**src/rtl/fpc_pkg.sv**
```systemverilog
package fpc_pkg;

    localparam int unsigned NUM_CLASS = 6;

    typedef enum int unsigned {
        CLS_ZERO = 0,
        CLS_INF  = 1,
        CLS_QNAN = 2,
        CLS_SNAN = 3,
        CLS_SUB  = 4,
        CLS_NORM = 5
    } cls_idx_e;

    typedef struct packed {
        logic sign;
        logic exp_zero;
        logic exp_ones;
        logic frac_zero;
        logic frac_msb;
    } field_info_t;

endpackage

```
**src/rtl/fpc_field_split.sv**
```systemverilog
module fpc_field_split #(
    parameter int unsigned EXP_W  = 8,
    parameter int unsigned FRAC_W = 23,
    localparam int unsigned WORD_W = 1 + EXP_W + FRAC_W
) (
    input  logic [WORD_W-1:0]   operand,
    output fpc_pkg::field_info_t info
);
    logic [EXP_W-1:0]  exp_f;
    logic [FRAC_W-1:0] frac_f;

    always_comb begin
        exp_f          = operand[WORD_W-2 -: EXP_W];
        frac_f         = operand[FRAC_W-1:0];
        info.sign      = operand[WORD_W-1];
        info.exp_zero  = (exp_f == '0);
        info.exp_ones  = (exp_f == '1);
        info.frac_zero = (frac_f == '0);
        info.frac_msb  = frac_f[FRAC_W-1];
    end
endmodule

```
**src/rtl/fpc_class_onehot.sv**
```systemverilog
module fpc_class_onehot
    import fpc_pkg::*;
(
    input  field_info_t          info,
    output logic [NUM_CLASS-1:0] cls
);
    always_comb begin
        cls           = '0;
        cls[CLS_ZERO] = info.exp_zero &  info.frac_zero;
        cls[CLS_SUB]  = info.exp_zero & ~info.frac_zero;
        cls[CLS_INF]  = info.exp_ones &  info.frac_zero;
        cls[CLS_QNAN] = info.exp_ones & ~info.frac_zero &  info.frac_msb;
        cls[CLS_SNAN] = info.exp_ones & ~info.frac_zero & ~info.frac_msb;
        cls[CLS_NORM] = ~info.exp_zero & ~info.exp_ones;
    end
endmodule

```
**src/rtl/fpc_sanitise.sv**
```systemverilog
module fpc_sanitise
    import fpc_pkg::*;
#(
    parameter int unsigned EXP_W  = 8,
    parameter int unsigned FRAC_W = 23,
    localparam int unsigned WORD_W = 1 + EXP_W + FRAC_W
) (
    input  logic [WORD_W-1:0]    operand,
    input  logic [NUM_CLASS-1:0] cls,
    input  logic                 flush_en,
    input  logic                 dnan_en,
    output logic [WORD_W-1:0]    result,
    output logic                 flushed
);
    localparam logic [WORD_W-1:0] CANON_NAN =
        {1'b0, {EXP_W{1'b1}}, 1'b1, {(FRAC_W-1){1'b0}}};

    logic is_nan;

    always_comb begin
        is_nan  = cls[CLS_QNAN] | cls[CLS_SNAN];
        flushed = flush_en & cls[CLS_SUB];
        result  = operand;
        if (flushed) begin
            result = {operand[WORD_W-1], {(WORD_W-1){1'b0}}};
        end else if (dnan_en & is_nan) begin
            result = CANON_NAN;
        end
    end
endmodule

```
**src/rtl/fpc_class_stage.sv**
```systemverilog
module fpc_class_stage
    import fpc_pkg::*;
#(
    parameter int unsigned EXP_W  = 8,
    parameter int unsigned FRAC_W = 23,
    localparam int unsigned WORD_W = 1 + EXP_W + FRAC_W
) (
    input  logic                 clk,
    input  logic                 rst_n,
    input  logic                 in_valid,
    input  logic [WORD_W-1:0]    in_operand,
    input  logic                 mode_flush,
    input  logic                 mode_dnan,
    output logic                 out_valid,
    output logic [NUM_CLASS-1:0] out_class,
    output logic [WORD_W-1:0]    out_operand,
    output logic                 out_flushed
);
    localparam logic [WORD_W-1:0] CANON_NAN =
        {1'b0, {EXP_W{1'b1}}, 1'b1, {(FRAC_W-1){1'b0}}};

    typedef struct packed {
        logic                 valid;
        logic [NUM_CLASS-1:0] cls;
        logic [WORD_W-1:0]    opnd;
        logic                 flushed;
    } stage_t;

    field_info_t          info;
    logic [NUM_CLASS-1:0] cls_c;
    logic [WORD_W-1:0]    opnd_c;
    logic                 flushed_c;
    stage_t               st_d, st_q;

    fpc_field_split #(.EXP_W(EXP_W), .FRAC_W(FRAC_W)) u_split (
        .operand (in_operand),
        .info    (info)
    );

    fpc_class_onehot u_class (
        .info (info),
        .cls  (cls_c)
    );

    fpc_sanitise #(.EXP_W(EXP_W), .FRAC_W(FRAC_W)) u_sanitise (
        .operand  (in_operand),
        .cls      (cls_c),
        .flush_en (mode_flush),
        .dnan_en  (mode_dnan),
        .result   (opnd_c),
        .flushed  (flushed_c)
    );

    always_comb begin
        st_d         = st_q;
        st_d.valid   = in_valid;
        st_d.flushed = 1'b0;
        if (in_valid) begin
            st_d.cls     = cls_c;
            st_d.opnd    = opnd_c;
            st_d.flushed = flushed_c;
        end
    end

    always_ff @(posedge clk or negedge rst_n) begin
        if (!rst_n) st_q <= '0;
        else        st_q <= st_d;
    end

    assign out_valid   = st_q.valid;
    assign out_class   = st_q.cls;
    assign out_operand = st_q.opnd;
    assign out_flushed = st_q.flushed;

    assert_valid_latency_R2: assert property (@(posedge clk) disable iff (!rst_n)
        out_valid == $past(in_valid));

    assert_hold_on_idle_R2: assert property (@(posedge clk) disable iff (!rst_n)
        !$past(in_valid) |-> ($stable(out_class) && $stable(out_operand)));

    assert_one_class_R3: assert property (@(posedge clk) disable iff (!rst_n)
        out_valid |-> ($countones(out_class) == 1));

    assert_flush_gives_signed_zero_R7: assert property (@(posedge clk) disable iff (!rst_n)
        out_flushed |-> (out_class[CLS_SUB] && out_operand[WORD_W-2:0] == '0
                         && out_operand[WORD_W-1] == $past(in_operand[WORD_W-1])));

    assert_flush_needs_mode_R8: assert property (@(posedge clk) disable iff (!rst_n)
        out_flushed |-> ($past(mode_flush) && $past(in_valid)));

    assert_canon_nan_R9: assert property (@(posedge clk) disable iff (!rst_n)
        (out_valid && $past(mode_dnan) && (out_class[CLS_QNAN] || out_class[CLS_SNAN]))
        |-> (out_operand == CANON_NAN));

    assert_passthrough_R10: assert property (@(posedge clk) disable iff (!rst_n)
        (out_valid && (out_class[CLS_ZERO] || out_class[CLS_INF] || out_class[CLS_NORM]))
        |-> (out_operand == $past(in_operand)));
endmodule

```
**config.mk**
```make
export PLATFORM = sky130hd
export DESIGN_NAME = fpc_class_stage
export DESIGN_NICKNAME = d
export VERILOG_FILES = /design/src/rtl/fpc_pkg.sv /design/src/rtl/fpc_field_split.sv /design/src/rtl/fpc_class_onehot.sv /design/src/rtl/fpc_sanitise.sv /design/src/rtl/fpc_class_stage.sv
export SDC_FILE = /design/constraint.sdc
export NUM_CORES = 1
export LEC_CHECK = 0
export BUFFER_PORTS_ARGS = -buffer_cell sky130_fd_sc_hd__buf_2
export CORE_UTILIZATION = 51
export CTS_CLUSTER_SIZE = 12
export DETAILED_ROUTE_END_ITERATION = 8
export GPL_ROUTABILITY_DRIVEN = 0
export PLACE_DENSITY = 0.95
export REMOVE_ABC_BUFFERS = 1
export SKIP_LAST_GASP = 1
export SYNTH_ARGS = -nofsm -noshare
export SYNTH_HDL_FRONTEND = slang
export SYNTH_SLANG_ARGS = --single-unit
```
**constraint.sdc**
```tcl
create_clock -name clk -period 1.4 [get_ports clk]
set_input_delay 0.14 -clock clk [delete_from_list [all_inputs] [get_ports clk]]
set_output_delay 0.14 -clock clk [all_outputs]
set_load 0.01 [all_outputs]
```
* After elaboration in Yosys (flattened, before gate mapping)
Index checks and enable logic that the tools add are counted. Widths: inputs -> output; s select.
Storage, ports and cells: input bits 37, word-level logic and storage cells 24, output and inout bits 40, bits in registers 40
Cells by class: multiplexer cells 3, equality and inequality tests 1, reductions and logical operators 2, bitwise gates (word level) 14
Operators with widths (count):
- $mux 32 | 2
- $logic_not 23->1 | 1
- $and 1x1->1 | 9
- $eq 8x8->1 const B | 1
- $logic_not 8->1 | 1
- $not 1->1 | 4
- $mux 1 | 1
- $or 1x1->1 | 1

* Depth between registers and ports, before layout
Gate-level depths: netlist of run 1.
depth in word-level cells 8, depth in mapped cells 5

* Hierarchy
From an unflattened synthesis of run 1, not the netlist that was laid out.
Unflattened totals: cell total of the unflattened synthesis 148, area total of the unflattened synthesis 1929.4 um^2
By module, submodules not included:
- fpc_class_stage | sequential area each 1001.0 um^2, instances 1, area an instance 1506.4 um^2, cells an instance 83
- fpc_sanitise | sequential area each 0.0 um^2, instances 1, area an instance 282.8 um^2, cells an instance 42
- fpc_field_split | sequential area each 0.0 um^2, instances 1, area an instance 100.1 um^2, cells an instance 17
- fpc_class_onehot | sequential area each 0.0 um^2, instances 1, area an instance 40.0 um^2, cells an instance 6

* Least setup slack after synthesis of run 1
No wires, ideal clock.
kind input port to flip-flop, start point in in_operand[23], end point reg st_q (netlist bit out_operand[0]), path slack 0.156 ns, required time 1.258 ns, cell stages on the path 5, path buffers 1, arrival 1.102 ns, path through nor4_2 -> nand3_2 -> a22oi_4 -> buf_6 -> o22ai_2
Between the ends: longest elaborated chain between the ends 7, elaborated cells on any way between the ends 11
RTL lines:
- start: declaration | RTL line fpc_class_stage.sv:11 | input logic [WORD_W-1:0] in_operand,
- $eq 8x8->1 | RTL line fpc_field_split.sv:17 | info.exp_ones = (exp_f == '1);
- $and 1x1->1 | RTL line fpc_class_onehot.sv:12, fpc_class_onehot.sv:13
- $and 1x1->1, on equally long branches | RTL line fpc_class_onehot.sv:12, fpc_class_onehot.sv:13
- $or 1x1->1 | RTL line fpc_sanitise.sv:21 | is_nan = cls[CLS_QNAN] | cls[CLS_SNAN];
- $and 1x1->1 | RTL line fpc_sanitise.sv:26 | end else if (dnan_en & is_nan) begin
- $mux 32 | RTL line fpc_sanitise.sv:26
- $mux 32 (*) | RTL line fpc_sanitise.sv:24 | if (flushed) begin
- end signal: assignment | RTL line fpc_class_stage.sv:67 | else st_q <= st_d;
- end: declaration | RTL line fpc_class_stage.sv:33 | stage_t st_d, st_q;
Mark *: on every way between the ends. The rest lies on a longest branch, timed or not. A chain may end at the register's enable or synchronous reset.

==> results of run 1 <==
-- layout by cell type, fill, tap and decap left out --
cell type	instances
a21oi_1	3
a22oi_2	1
a22oi_4	1
and2_1	1
and2_2	1
and4_2	1
buf_12	2
buf_2	76
buf_4	19
bufinv_16	1
clkbuf_8	7
dfrtp_1	40
dlygate4sd3_1	1
inv_1	30
mux2_2	9
nand2_1	25
nand3_1	1
nand3_2	1
nand3b_1	1
nand4_1	2
nand4_2	2
nor2_1	2
nor3_1	1
nor4_1	5
nor4_2	2
o2111ai_1	1
o21ai_0	1
o221ai_1	1
o22ai_1	5
o22ai_2	20
o32ai_1	2
or3_4	1
-- power breakdown --
part           internal, mW  switching, mW  total (mW)  leakage (nW)
clock                 0.629          0.393        1.02        0.0645
combinational         0.211          0.240       0.450         0.783
sequential             1.24         0.0429        1.29         0.489
total                  2.08          0.676        2.76          1.34
-- critical path, cell delays in order --
cell and delay, ps:
buf_2 100, nor4_1 400, and4_2 370, buf_4 150, a21oi_1 90, and2_1 160
-- layer usage --
metal,global-route usage,vias up,share of wire
met2,0.408,58,0.50
met1,0.306,746,0.44
met5,0,-,0
met3,0.0420,9,0.048
met4,0.105,0,0.019
li1,-,777,-
-- path summary, 6_finish.rpt --
check / end / slack [ps] / depth (start not counted)
hold / removal: out_operand[17] / 90 / 3
min in group asynchronous: out_operand[21] / 440 / 3
setup reg to reg: out_operand[30] / 620 / 1
hold reg to reg: out_operand[23] / 510 / 1
max in group asynchronous: out_operand[31] / 610 / 3
setup / recovery: out_flushed / 160 / 6
-- state kept, by name, indices dropped and copies added (netlist names) --
name / flops
out_class: 6
out_operand: 32
out_valid: 1
out_flushed: 1
-- cell type report --
type / count / area [µm²]
Clock buffer: 7 / 96.3
Clock inverter: 1 / 30.0
Inverter: 30 / 113
Timing Repair Buffer: 98 / 573
Multi-Input combinational cell: 90 / 729
Fill cell: 250 / 842
Tap cell: 46 / 57.6
Sequential cell: 40 / 1000
-- timing repair --
item                                   in CTS  in global routing
setup buffers                               2                  1
hold buffers                                1                  0
endpoints found under the hold margin      40                  0
pin swaps                                   2                  1
setup endpoints to repair                  22                  1
cloned                                      1                  0
-- stage by stage --
stage	util	total power, mW	worst slack (ps)	TNS [ps]	hold slack (ps)
final	0.755	2.76	161	0	92.3
after global routing	0.755	2.88	35.2	0	95.1
after CTS	0.750	2.78	66.0	0	87.1
after detailed placement	0.702	1.76	-514	-10510	231
after global placement	0.702	1.74	-439	-9400	225
after floorplan	-	1.49	-134	-2630	-156
-- cells by family (layout without fill, tap and decap cells) --
family          count (synthesis)  count (layout)  share of synthesized area
buf+inv                        39             136                     0.0871
simple gates                   46              46                      0.137
compound gates                 34              35                      0.190
mux                             9               9                     0.0539
flops                          40              40                      0.532
==> metrics.md, run 1 <==
| Metric | Value |
|---|---|
| Status | `finished, final reports clean` |
| Final hold violation count | `0` |
| CTS tree | `built` |
| CP Data Arrival Time | `1430 ps` |
| Syn avg cell area | `11.2 µm²` |
| Yosys reg bits | `40` |
| Die area | `3940 µm²` |
| Post-synth EDFFs | `0` |
| Hpwl dp | `3060 µm` |
| Rel. slew slack | `0.669` |
| Top post-synthesis cells by area | `dfrtp_1, o22ai_2, inv_1, mux2_2, nand2_1` |
| Dpl cells | `299` |
| Hold WC Path Type | `primary input to flip-flop` |
| Initial Utilization | `0.547` |
| Max-cap violations | `0` |
| Final instance area | `2600 µm²` |
| N_diodes | `0` |
| Clock sink count | `40` |
| Layout area overhead | `38.2%` |
| Cells after synthesis | `168` |
| Synth area leader | `dfrtp_1` |
| Crit. Startpoint | `in_operand[17]` |
| Num ports | `77` |
| DR pass1 iterations | `4` |
| CP startpoint kind | `primary input` |
| Critical path required time | `1590 ps` |
| Skew-Pair Late Insertion Delay | `290 ps` |
| Placement Rows | `21` |
| Routed Antenna Nets | `0` |
| Die W | `62.7 µm` |
| Area after DPL | `2420 µm²` |
| Crit Path Max Fanout | `3` |
| Total congestion overflow | `0` |
| RSZ-0062 raised after global routing | `no` |
| Worst slew pin tran | `493 ps` |
| Period utilization | `0.885` |
| Post-synth top cells | `dfrtp_1, inv_1, nand2_1` |
| Resize count post-CTS | `0` |
| Finished Layout Cells | `312` |
| Vias/cell | `5.10` |
| Initial DRC count | `70` |
| Nets | `302` |
| Fin. max-slew vios | `0` |
| Layout cells sized above 1 | `0.541` |
| Residual DRC | `0` |
| Leak | `1.34 nW` |
| Clock slew at reported path FFs | `80 ps` |
| Worst r2r src | `out_operand[30]` |
| All-Layer GR Usage | `0.242` |
| # H-tree levels | `2` |
| Clk root buf | `clkbuf_8` |
| Seq/Total Area, Yosys | `0.532` |
| Synth warn | `0` |
| Power per Cell Area | `1060 nW/µm²` |
| Most frequent cell after synthesis | `dfrtp_1` |
| Mapped cell area | `1880 µm²` |
| Synth Flop Type | `dfrtp_1` |
| Final min period | `1240 ps` |
| Vias in the first global route | `1,568` |
| DRT Wirelength | `4360 µm` |
| Hold Startpoint | `in_operand[17]` |
| Achievable frequency | `807 MHz` |
| Core footprint | `3440 µm²` |
| Routed WL per cell | `14.0 µm` |
| Critical path class | `primary input to flip-flop` |
| Largest net degree at the start of global routing | `41` |
| Cts bufs inserted | `5` |
| First-pass GRT wire length | `7250 µm` |
| Post-synth cell types | `29` |
| Post-synth top area share | `0.532` |
| Initial antenna violation count | `0` |
| Skew final | `0 ps` |
| Clk buf depth | `2` |
| Asr flop ratio synth | `1.00` |
| Critical path capture point type | `flip-flop` |
| Die Ht | `62.7 µm` |
| Setup Viol. Count Final | `0` |
| Worst-case vdd ir drop | `0.00105 V` |
| Total number of vias | `1,590` |
| Port Buffers | `76` |
(Power assumes the default switching activity.)
==> run 2: changes to the inputs <==
--- a/config.mk
+++ b/config.mk
@@ -6,11 +6,12 @@
 export NUM_CORES = 1
 export LEC_CHECK = 0
 export BUFFER_PORTS_ARGS = -buffer_cell sky130_fd_sc_hd__buf_2
+export CORE_ASPECT_RATIO = 0.75
 export CORE_UTILIZATION = 51
 export CTS_CLUSTER_SIZE = 12
 export DETAILED_ROUTE_END_ITERATION = 8
 export GPL_ROUTABILITY_DRIVEN = 0
-export PLACE_DENSITY = 0.95
+export PLACE_DENSITY = 0.88
 export REMOVE_ABC_BUFFERS = 1
 export SKIP_LAST_GASP = 1
 export SYNTH_ARGS = -nofsm -noshare
==> run 2 against run 1 <==
Worst hold slack got worse by 6.1 ps. Clock skew unchanged. Wire length fell by 2.4%. Sequential cell count stayed put. Core utilization fell by 0.74 points.
==> metrics.md, run 2 (synthesis gave the netlist of run 1 again) <==
| Metric | Value |
|---|---|
| Setup Viol. Count Final | `0 (unchanged)` |
| Die W | `72.1 µm (+15%)` |
| Num ports | `77 (unchanged)` |
| Vias in the first global route | `1,475 (-5.9%)` |
| Fin. max-slew vios | `0 (unchanged)` |
| Area after DPL | `2420 µm² (+0.21%)` |
| Clk pwr share | `0.291 (-0.080)` |
| Initial Utilization | `0.553 (+0.00664)` |
| DR pass1 iterations | `4 (unchanged)` |
| Period utilization | `0.916 (+0.0307)` |
| # H-tree levels | `2 (unchanged)` |
| Clock sink count | `40 (unchanged)` |
| Logic pwr share | `0.184 (+0.021)` |
| Setup ws final | `118 ps (-43.0 ps)` |
| Initial antenna violation count | `0 (unchanged)` |
| Cell internal pwr | `1.79 mW (-14%)` |
| First-pass GRT wire length | `6640 µm (-8.4%)` |
| Hold slack | `86.2 ps (-6.12 ps)` |
| Final instance area | `2540 µm² (-2.2%)` |
| Critical path required time | `1610 ps (+20 ps)` |
| Skew final | `0 ps (unchanged)` |
| Routed WL per cell | `13.5 µm (-3.3%)` |
| Most common cell after layout, fill and taps aside | `buf_2` |
| Largest net degree at the start of global routing | `41 (unchanged)` |
| Resize count post-CTS | `0 (unchanged)` |
| Leak | `1.31 nW (-2.0%)` |
| Most frequent cells in the layout | `buf_2, dfrtp_1, inv_1, nand2_1` |
| Fin util | `0.748 (-0.00739)` |
| Clock slew at reported path FFs | `70 ps (about the same)` |
| Layout area overhead | `35.2%` |
| Clk root buf | `clkbuf_8` |
| Worst slew pin tran | `498 ps (+5.09 ps)` |
| Dpl cells | `303 (+1.3%)` |
| Flop pwr share | `0.526 (+0.060)` |
| Nets | `302 (unchanged)` |
| Finished Layout Cells | `315 (+0.96%)` |
| Sw frac | `0.269 (+0.0238)` |
| Placement Rows | `18 (-14%)` |
| Achievable frequency | `780 MHz (-3.4%)` |
| Hold WC Path Type | `primary input to flip-flop` |
| Total congestion overflow | `0 (unchanged)` |
| Skew-Pair Late Insertion Delay | `290 ps (about the same)` |
| CP startpoint kind | `primary input` |
| CTS tree | `built` |
| Total number of vias | `1,631 (+2.6%)` |
| Setup Slack @ Placement | `-445 ps (+68.3 ps)` |
| Clk buf depth | `2 (unchanged)` |
| Final Power | `2.45 mW (-11%)` |
| N_diodes | `0 (unchanged)` |
| Crit Path Max Fanout | `6 (+3)` |
| Routed Antenna Nets | `0 (unchanged)` |
| Status | `finished, final reports clean` |
| Cts bufs inserted | `5 (unchanged)` |
| Max FFs per register | `32 (unchanged)` |
| Layout cells sized above 1 | `0.536 (-0.00550)` |
| Critical path class | `primary input to flip-flop` |
| Critical path capture point type | `flip-flop` |
| RSZ-0062 raised after global routing | `no` |
| Final min period | `1280 ps (+43.0 ps)` |
| Vias/cell | `5.18 (+1.6%)` |
| Rel. slew slack | `0.668 (about the same)` |
| Post-Route Setup TNS | `0 ps (unchanged)` |
| P_sw | `659 µW (-2.5%)` |
| Port Buffers | `76 (unchanged)` |
| Die area | `3940 µm² (about the same)` |
| Worst-case vdd ir drop | `0.000694 V (-34%)` |
| DRT Wirelength | `4250 µm (-2.4%)` |
| Final hold violation count | `0 (unchanged)` |
| Hpwl dp | `3030 µm (-0.86%)` |
| Residual DRC | `0 (unchanged)` |
| CP Data Arrival Time | `1500 ps (+70 ps)` |
| All-Layer GR Usage | `0.231 (-0.0108)` |
| Power per Cell Area | `964 nW/µm² (-9.2%)` |
| Die Ht | `54.6 µm (-13%)` |
| Initial DRC count | `75 (+7.1%)` |
| Core footprint | `3400 µm² (-1.2%)` |
| Max-cap violations | `0 (unchanged)` |
-- run 2: cell count changes in the layout (fill, tap and decap cells not counted) --
cell	before	now
buf_4	19	20
bufinv_16	1	0
clkinv_2	0	1
clkbuf_8	7	5
clkbuf_1	0	1
buf_12	2	1
-- run 2: power groups by stage --
stage | clock network, mW | registers (mW) | logic (mW)
5_1_grt | 0.771 | 1.30 | 0.493
2_1_floorplan | 0 | 1.35 | 0.140
4_1_cts | 0.718 | 1.29 | 0.456
3_3_place_gp | 0 | 1.30 | 0.440
6_report | 0.712 | 1.29 | 0.451
3_5_place_dp | 0 | 1.31 | 0.451
-- run 2: layer usage --
metal,part of all wire,track usage
met4,0.011,0.0784
met1,0.46,0.300
met5,0,0
met2,0.46,0.385
met3,0.068,0.0608
-- run 2: critical path, stage by stage --
cell and delay (ps):
buf_2 110, nor4_1 450, and4_2 390, a22oi_2 120, buf_4 190, o22ai_2 110
-- run 2: final cells by class --
type                    count  area, µm²
well taps                  50       62.6
inverters                  30        113
fillers                   239        857
clock inverters             1       5.00
flip-flops and latches     40       1000
multi-input cells          90        729
repair buffers             98        561
clock buffers               6       72.6
-- run 2: what timing repair did --
item                                    CTS  global route
hold endpoints to repair                 40             0
hold buffers                              1             0
buffers inserted                          3             0
endpoints found under the setup margin   22             0
-- run 2: worst paths after layout --
check | slack (ps) | depth (start not counted) | start | end
setup / recovery | 120 | 6 | in_operand[17] | out_operand[1]
hold reg to reg | 510 | 1 | out_operand[30] | out_operand[30]
min in group asynchronous | 430 | 3 | rst_n | out_operand[19]
setup reg to reg | 630 | 1 | out_operand[23] | out_operand[23]
max in group asynchronous | 610 | 3 | rst_n | out_flushed
hold / removal | 90 | 3 | in_operand[31] | out_operand[31]
==> run 3: changes to the inputs <==
--- a/config.mk
+++ b/config.mk
@@ -11,7 +11,7 @@
 export CTS_CLUSTER_SIZE = 12
 export DETAILED_ROUTE_END_ITERATION = 8
 export GPL_ROUTABILITY_DRIVEN = 0
-export PLACE_DENSITY = 0.88
+export PLACE_DENSITY = 0.84
 export REMOVE_ABC_BUFFERS = 1
 export SKIP_LAST_GASP = 1
 export SYNTH_ARGS = -nofsm -noshare
==> run 3 against run 2 <==
Wire length increased by 0.92%. First-iteration DRC count decreased by 16%. Clock skew unchanged. Combinational power increased by 2%. Largest cell class unchanged. Clock-buffer cell count unchanged. Core utilization increased by 1.2 points. Power increased by 0.71%. Worst hold slack improved by 1.9 ps. Via count decreased by 0.25%. Fmax decreased by 5.9%. Critical path type unchanged. Non-clock buffer count increased by 7. Final cell count increased by 2.2%. Critical endpoint is now out_flushed.
==> metrics.md, run 3 (synthesis gave the netlist of run 1 again) <==
| Metric | Value |
|---|---|
| Setup ws final | `37.5 ps (-80.3 ps)` |
| Setup Slack @ Placement | `-473 ps (-27.3 ps)` |
| Final hold violation count | `0 (unchanged)` |
| Rel. slew slack | `0.628 (-0.0407)` |
| Max-cap violations | `0 (unchanged)` |
| Area after DPL | `2460 µm² (+1.7%)` |
| Resize count post-CTS | `0 (unchanged)` |
| DRT Wirelength | `4290 µm (+0.92%)` |
| Critical path required time | `1580 ps (-30 ps)` |
| Die Ht | `54.6 µm (unchanged)` |
| Cts bufs inserted | `5 (unchanged)` |
| Hold WC Path Type | `primary input to flip-flop` |
| Layout cells sized above 1 | `0.548 (+0.0119)` |
| Critical path capture point type | `flip-flop` |
| Most frequent cells in the layout | `buf_2, dfrtp_1, inv_1, buf_4, nand2_1` |
| Max FFs per register | `32 (unchanged)` |
| Clock sink count | `40 (unchanged)` |
| Leak | `1.34 nW (+2.2%)` |
| Die W | `72.1 µm (unchanged)` |
| Most common cell after layout, fill and taps aside | `buf_2` |
| All-Layer GR Usage | `0.232 (+0.000639)` |
| Power per Cell Area | `955 nW/µm² (-0.85%)` |
| Routed WL per cell | `13.3 µm (-1.3%)` |
| Setup Viol. Count Final | `0 (unchanged)` |
| Worst-case vdd ir drop | `0.000740 V (+6.7%)` |
| Period utilization | `0.973 (+0.0573)` |
| Clock slew at reported path FFs | `70 ps (about the same)` |
| Layout area overhead | `37.3%` |
| Initial Utilization | `0.553 (unchanged)` |
| Residual DRC | `0 (unchanged)` |
| CP max-delay cell | `nor4_1` |
| Port Buffers | `76 (unchanged)` |
| Cell chain of the critical path | `buf_2 > nor4_1 > and4_2 > buf_4 > a21oi_1 > and2_1` |
| Total congestion overflow | `0 (unchanged)` |
| DR pass1 iterations | `4 (unchanged)` |
| Core footprint | `3400 µm² (unchanged)` |
| Total number of vias | `1,627 (-0.25%)` |
| Final min period | `1360 ps (+80.3 ps)` |
| Vias/cell | `5.05 (-2.4%)` |
| Clk buf depth | `2 (unchanged)` |
| First-pass GRT wire length | `6730 µm (+1.5%)` |
| Nets | `309 (+2.3%)` |
| Crit-path max cell delay | `520 ps (+70 ps)` |
| Vias in the first global route | `1,485 (+0.68%)` |
| Skew-Pair Late Insertion Delay | `290 ps (about the same)` |
| CTS tree | `built` |
| # H-tree levels | `2 (unchanged)` |
| Clk root buf | `clkbuf_8` |
| RSZ-0062 raised after global routing | `no` |
| Achievable frequency | `734 MHz (-5.9%)` |
| Fin. max-slew vios | `0 (unchanged)` |
| Largest net degree at the start of global routing | `41 (unchanged)` |
| Worst slew pin tran | `554 ps (+55.9 ps)` |
| Skew final | `0 ps (unchanged)` |
| Initial antenna violation count | `0 (unchanged)` |
| Crit Path Max Fanout | `3 (-3)` |
| Num ports | `77 (unchanged)` |
| Placement Rows | `18 (unchanged)` |
| Final instance area | `2580 µm² (+1.6%)` |
| Hpwl dp | `3090 µm (+1.8%)` |
| CP startpoint kind | `primary input` |
| Routed Antenna Nets | `0 (unchanged)` |
| Die area | `3940 µm² (unchanged)` |
| CP Data Arrival Time | `1540 ps (+40 ps)` |
| N_diodes | `0 (unchanged)` |
| Status | `finished, final reports clean` |
| Initial DRC count | `63 (-16%)` |
| Critical path class | `primary input to flip-flop` |
| Fin util | `0.760 (+0.0118)` |
==> run 3: cell count changes in the layout (fill, tap and decap cells not counted), sizes merged <==
cell / previous run / this run
buf: 97 / 104
==> run 3: final cells by class <==
class	instances	area, µm²
clock buffer	6	72.6
multi-input combinational	90	729
timing repair buffer	105	601
tap	50	62.6
sequential	40	1000
fill	252	817
clock inverter	1	5.00
inverter	30	113
==> run 3: metal layers <==
metal	wire, µm	up-vias	global-route usage
li1	-	786	-
met3	337	8	0.0792
met2	1860	67	0.379
met4	58	0	0.0686
met5	0	-	0
met1	2040	766	0.298
==> run 3: repair_timing <==
action | 4_1_cts | 5_1_grt
buffers inserted | 3 | 0
hold endpoints to repair | 40 | 0
hold buffers | 1 | 0
endpoints found under the setup margin | 22 | 0
==> run 3: final timing paths <==
path	start	end	slack, ps	cells after the start
max	in_operand[17]	out_flushed	40	6
min	in_operand[31]	out_operand[31]	90	3
max reg2reg	out_operand[24]	out_operand[24]	640	1
min reg2reg	out_operand[27]	out_operand[27]	510	1
max in group asynchronous	rst_n	out_operand[23]	610	3
min in group asynchronous	rst_n	out_operand[17]	430	3
==> run 3: where the power goes <==
| group | switching, mW | leakage [nW] | total (mW) | internal, mW |
|---|---|---|---|---|
| Clock | 0.382 | 0.0410 | 0.721 | 0.339 |
| Combinational | 0.241 | 0.808 | 0.460 | 0.219 |
| Sequential | 0.0446 | 0.489 | 1.29 | 1.24 |
| Total | 0.668 | 1.34 | 2.47 | 1.80 |
==> run 3: per-stage QoR <==
stage          cells  power, mW  hold WS [ps]  setup TNS, ps
2_1_floorplan    159       1.49          -156          -2630
3_3_place_gp     310       1.76           225          -8840
3_5_place_dp     310       1.77           226         -10110
4_1_cts          322       2.49          83.5              0
5_1_grt          322       2.57          93.5              0
6_report         322       2.47          88.1              0
==> run 3: worst max-delay path: cells and delay by family <==
kind / cells / cell delay, ps
AOI/OAI and AO/OA: 1 / 70
buffers and inverters: 2 / 250
and+or+nand+nor: 3 / 1090
